$ cat src/rtl/periodic_rate_divider.sv
module periodic_rate_divider #(
  parameter int RATE_W = 4
) (
  input  logic              clk,
  input  logic              rst,
  input  logic              tick_en,
  input  logic [RATE_W-1:0] rate_sel,
  input  logic              pie_en,
  input  logic              sqw_en,
  output logic              evt_o,
  output logic [1:0]        flags_o,
  output logic              sqw_o
);
  localparam int CNT_W = (1 << RATE_W) - 2;

  logic [CNT_W-1:0]  tb_cnt, tb_nxt, mask;
  logic [CNT_W:0]    span;
  logic [RATE_W-1:0] code_eff;
  logic              running, boundary, fire;

  assign code_eff = (rate_sel == RATE_W'(1)) ? RATE_W'(8) :
                    (rate_sel == RATE_W'(2)) ? RATE_W'(9) : rate_sel;
  assign span     = (CNT_W+1)'(1) << (code_eff - RATE_W'(1));
  assign mask     = span[CNT_W-1:0] - CNT_W'(1);
  assign running  = (rate_sel != '0) && (pie_en || sqw_en);
  assign tb_nxt   = tb_cnt + CNT_W'(1);
  assign boundary = (tb_nxt & mask) == '0;
  assign fire     = tick_en && running && boundary;

  always_ff @(posedge clk) begin
    if (rst) begin
      tb_cnt  <= '0;
      evt_o   <= 1'b0;
      flags_o <= 2'b00;
      sqw_o   <= 1'b0;
    end else begin
      if (tick_en) tb_cnt <= tb_nxt;
      evt_o   <= fire;
      flags_o <= {2{fire && pie_en}};
      sqw_o   <= fire && sqw_en;
    end
  end

  assert_evt_needs_tick_R6: assert property (@(posedge clk) disable iff (rst)
    evt_o |-> $past(tick_en));
  assert_zero_rate_idle_R2: assert property (@(posedge clk) disable iff (rst)
    (rate_sel == '0) |=> !evt_o);
  assert_no_consumer_idle_R3: assert property (@(posedge clk) disable iff (rst)
    (!pie_en && !sqw_en) |=> !evt_o);
  assert_flags_with_evt_R7: assert property (@(posedge clk) disable iff (rst)
    (flags_o != 2'b00) |-> (evt_o && flags_o == 2'b11));
  assert_sqw_with_evt_R8: assert property (@(posedge clk) disable iff (rst)
    sqw_o |-> evt_o);
  assert_single_pulse_R10: assert property (@(posedge clk) disable iff (rst)
    evt_o |=> !evt_o);
endmodule

$ cat config.mk
export PLATFORM = sky130hd
export DESIGN_NAME = periodic_rate_divider
export DESIGN_NICKNAME = d
export VERILOG_FILES = /design/src/rtl/periodic_rate_divider.sv
export SDC_FILE = /design/constraint.sdc
export NUM_CORES = 1
export LEC_CHECK = 0
export BUFFER_PORTS_ARGS = -buffer_cell sky130_fd_sc_hd__clkbuf_2
export CAP_MARGIN = 15
export CORE_ASPECT_RATIO = 1.1
export CORE_MARGIN = 1
export CORE_UTILIZATION = 35
export DETAILED_ROUTE_END_ITERATION = 12
export PLACE_DENSITY = 0.52
export SETUP_SLACK_MARGIN = 0.5
export SLEW_MARGIN = 40
export SYNTH_ARGS = -nofsm -noshare
export SYNTH_HDL_FRONTEND = slang
export SYNTH_SLANG_ARGS = --single-unit
$ cat constraint.sdc
create_clock -name clk -period 2.57 [get_ports clk]
set_input_delay 0.514 -clock clk [delete_from_list [all_inputs] [get_ports clk]]
set_output_delay 0.514 -clock clk [all_outputs]
set_load 0.005 [all_outputs]
# ---- Word-level counts from Yosys, hierarchy flattened
# Cells that the tools add are included.
# W data, S select, Z words.
dict set report classes {
  div_mod_pow 0
  add_sub_neg 3
  magnitude_cmp 0
  n_reduce_logical 8
  mul 0
  shift 1
  bitwise_logic 1
  eq_ne 2
  n_mux 2
}
# operator n
set ops {}
lappend ops {{$add A14 B1 Y14 const B} 1}
lappend ops {{$and A14 B14 Y14} 1}
lappend ops {{$logic_not A14 Y1} 1}
lappend ops {{$shl A1 B4 Y14 const A} 1}
lappend ops {{$sub A14 B1 Y14 const B} 1}
lappend ops {{$mux W4} 2}
lappend ops {{$logic_and A1 B1 Y1} 5}
lappend ops {{$eq A4 B1 Y1 const B} 1}
lappend ops {{$eq A4 B2 Y1 const B} 1}
lappend ops {{$reduce_bool A4 Y1} 1}
lappend ops {{$sub A4 B1 Y4 const B} 1}
lappend ops {{$logic_or A1 B1 Y1} 1}
dict set report word_totals {
  out_inout_bits 4
  n_memories 0
  ram_bits 0
  elab_cells 21
  reg_bits 17
  mem_bits_ro 0
  latchBits 0
}

# ---- Depth between registers and ports, before layout
dict set report logic_depth {
  word_depth 10
  depth_mapped 7
  mapped_depth_nobuf 7
}

# ---- Least setup slack after synthesis
# No wires, ideal clock.
dict set report synth_timing {
  path_type {reg-to-reg}
  start {reg tb_cnt[0]}
  end {reg evt_o}
  path_stages_with_launch 8
  t_required_ns 2.478
  arrival_ns 1.964
  path_buffers 0
  setup_slack_ns 0.514
  setup_time_ns 0.092
  period_less_slack_ns 2.056
  cell_sequence {dfxtp_1 ha_1 nand3_1 nor4_1 xnor2_1 a211oi_1 or4_4 nor4_1}
}
dict set report synth_between {
  elab_chain_cells 4
}
# item line
set synth_rtl {}
lappend synth_rtl {{start, declared} 16} ;# logic [CNT_W-1:0] tb_cnt, tb_nxt, mask;
lappend synth_rtl {{start signal, assigned} 37} ;# if (tick_en) tb_cnt <= tb_nxt;
lappend synth_rtl {{$add A14 B1 Y14} 26} ;# assign tb_nxt = tb_cnt + CNT_W'(1);
lappend synth_rtl {{$and A14 B14 Y14} 27} ;# assign boundary = (tb_nxt & mask) == '0;
lappend synth_rtl {{$logic_not A14 Y1} 27}
lappend synth_rtl {{$logic_and A1 B1 Y1} 28} ;# assign fire = tick_en && running && boundary;
lappend synth_rtl {{end signal, assigned} 38} ;# evt_o <= fire;
lappend synth_rtl {{end, declared} 10} ;# output logic evt_o,
# Every way passes these cells.
# A chain may end at the register's enable or synchronous reset.

# ---- Worst setup path after layout
dict set report layout_timing {
  start {reg tb_cnt[0]}
  end {reg sqw_o}
}
dict set report layout_between {
  elab_chain_cells 5
}
# item line
set layout_rtl {}
lappend layout_rtl {{$add A14 B1 Y14} 26}
lappend layout_rtl {{$and A14 B14 Y14} 27}
lappend layout_rtl {{$logic_not A14 Y1} 27}
lappend layout_rtl {{$logic_and A1 B1 Y1} 28}
lappend layout_rtl {{$logic_and A1 B1 Y1} 40} ;# sqw_o <= fire && sqw_en;
lappend layout_rtl {{end signal, assigned} 40}
lappend layout_rtl {{end, declared} 12} ;# output logic sqw_o
# Every way passes these cells.

==> flow_summary.ini <==
[run_status]
status = completed

[yosys]
synthArstFlopShare = 0
synth_cells = 167
synth-main-ff-cell = dfxtp_1
yosys_warnings = 0
synth-seq-area-share = 0.2656
synth_area_leaders = dfxtp_1 27%, xnor2_1 8.9%, xor2_1 8.2%
ys_types = 38
syn_area_mm2 = 0.001281
synth-edff-count = 0
yosys.area.top_type = dfxtp_1
yosysTopAreaCellShare = 0.2656
synth_seq_cells = 17
synth_area_per_cell_um2 = 7.672

[grt]
grt_pass1_vias = 1078
grt_pass1_wl_mm = 4.650
grt_usage = 0.1541
grt_overflow = 0
antenna_found_initial = 0
grt_max_degree = 17

[cells_and_area]
final_common_cell = nor2_1
num_antenna_cells = 0
area_delta_synth_final_pct = 11.23
drive_above_1_share = 0.2486
fin_nets = 185
layout_common_cells = 26 x nor2_1, 16 x nand2_1, 12 x xor2_1, 12 x xnor2_1, 12 x clkbuf_2

[sta]
worst_clock_skew_ps = 7.030
rsz0062_at_grt = false
tightest_slew_ps = 668.5
max_slew_margin = 0.5502
slew_violations = 0
hold_viol = 0
finalSetupTns_ps = 0
setup_viol = 0
period_share = 0.7722
fmax_mhz = 503.9
finalCriticalPeriod_ps = 1985

[die]
die_y_um = 65.46
coreArea_mm2 = 0.003413
ios = 13
initial_core_util = 0.3754
rows = 22
die_w_um = 59.69
die_area_mm2 = 0.003907

[power]
pwr-share-clk = 0.298
peakVddDrop_v = 0.0001923
power_mw = 0.4940
power.switching_mw = 0.1394
power_frac_comb = 0.147
switching_share = 0.2822
p_seq_frac = 0.556
leakagePower_nw = 0.4700
internal_power_mw = 0.3545
p_per_area_mw_per_mm2 = 346.6

[worst_setup_path]
critPathCaptureType = flop
critical_path_class = reg2reg
critPathRequiredTime_ps = 2790
worst_ep_arrival_time_ps = 2200
start_kind = flop
crit_fanout = 5

[detailed_routing]
vias = 1159
wl_per_cell_um = 12.68
first_iter_violations = 94
drt.antenna.violating_nets = 0
drt-vias-per-instance = 5.244
drc = 0
wl_mm = 2.803
drt-pass1-iter-count = 4

[clock_tree]
clk_pin_slew_ps = 100
cts_tree = yes
clkSinkCount = 17
hold_buffers = 0
insertion_delay_ps = 300
cts-htree-levels = 1
clockBufferDepth = 2
root_buffer = clkbuf_4
numCtsBuffers = 3

[flow_run]
drv_cap = 0

[placed_design]
dp_hpwl_mm = 2.071
numPortBuffers = 12
place_congestion = 0.8747

[worst_hold_path]
hold_path_class = in2reg
sequential cells by signal (all words and copies together), names as in the netlist:
register	count
sqw_o	1
tb_cnt	14
evt_o	1
flags_o	1
synth_stat cells (all sizes together), types with 2 or more instances:
cell type	number
nor3b	2
nor2	27
nor4	8
or3	2
dfxtp	17
clkbuf	5
buf	7
o22ai	2
a21oi	6
xnor2	13
nand4	6
o21ai	9
nand3	6
inv	3
nand2	16
nand3b	3
xor2	12
a211oi	2
ha	2
o211ai	3
nor3	6
metrics by stage:
stage / hold slack (ps) / area [um2] / setup slack (ps) / instances / util
after global routing: 448.0 / 1425 / 491.6 / 221 / 0.4175
after floorplan: 463.7 / 1285 / 513.8 / 168 / -
final: 445.2 / 1425 / 585.5 / 221 / 0.4175
after global placement: 488.6 / 1300 / 383.0 / 216 / 0.3809
after detailed placement: 501.6 / 1300 / 304.1 / 216 / 0.3809
after CTS: 441.0 / 1355 / 502.5 / 221 / 0.3970
power by group through the flow:
| stage | clock network (mW) | logic (mW) | registers, mW |
|---|---|---|---|
| final | 0.147 | 0.0724 | 0.275 |
| after CTS | 0.154 | 0.0680 | 0.274 |
| after floorplan | 0 | 0.0589 | 0.278 |
| after global routing | 0.168 | 0.0809 | 0.275 |
| after detailed placement | 0 | 0.0671 | 0.279 |
| after global placement | 0 | 0.0662 | 0.279 |
worst max-delay path, cell delays in order (launching register included):
cell	delay (ps)
dfxtp_4	400
ha_4	170
nand3_2	80
nor4_2	260
xnor2_1	170
a211oi_1	70
or4_4	510
nor4_1	250
final cells by class:
| class | count | area (um2) |
|---|---|---|
| sequential | 17 | 360.3 |
| clock inverter | 1 | 5.005 |
| multi-input combinational | 136 | 898.4 |
| inverter | 3 | 11.26 |
| clock buffer | 3 | 22.52 |
| timing repair buffer | 13 | 67.56 |
| tap | 48 | 60.06 |
| fill | 377 | 1988 |
kinds of logic after synthesis:
family          after synthesis  share of synthesized area
fa+ha+maj                     2                    0.01953
xor+xnor                     25                     0.1709
buf+inv                      15                    0.09081
other cells                   1                   0.002927
simple gates                 81                     0.3203
flops                        17                     0.2656
mux                           1                   0.007813
compound gates               25                     0.1221
worst paths after layout:
check	to	depth (start not counted)	slack (ps)	from
setup / recovery	sqw_o	7	590	tb_cnt[0]
hold / removal	sqw_o	3	450	sqw_en
setup reg to reg	sqw_o	7	590	tb_cnt[0]
hold reg to reg	tb_cnt[13]	2	510	tb_cnt[13]
routing by layer:
metal	vias up	GRT usage	part of all wire
li1	589	-	-
met1	545	0.2010	0.49
met2	20	0.2431	0.46
met3	5	0.03150	0.035
met4	0	0.06395	0.012
met5	-	0	0
what timing repair did:
| action | CTS | global route |
|---|---|---|
| setup buffers | 1 | 0 |
| pin swaps | 2 | 7 |
| setup endpoints to repair | 3 | 3 |
| resized for setup | 9 | 17 |
Note: power is estimated with default switching activity, not from simulation.
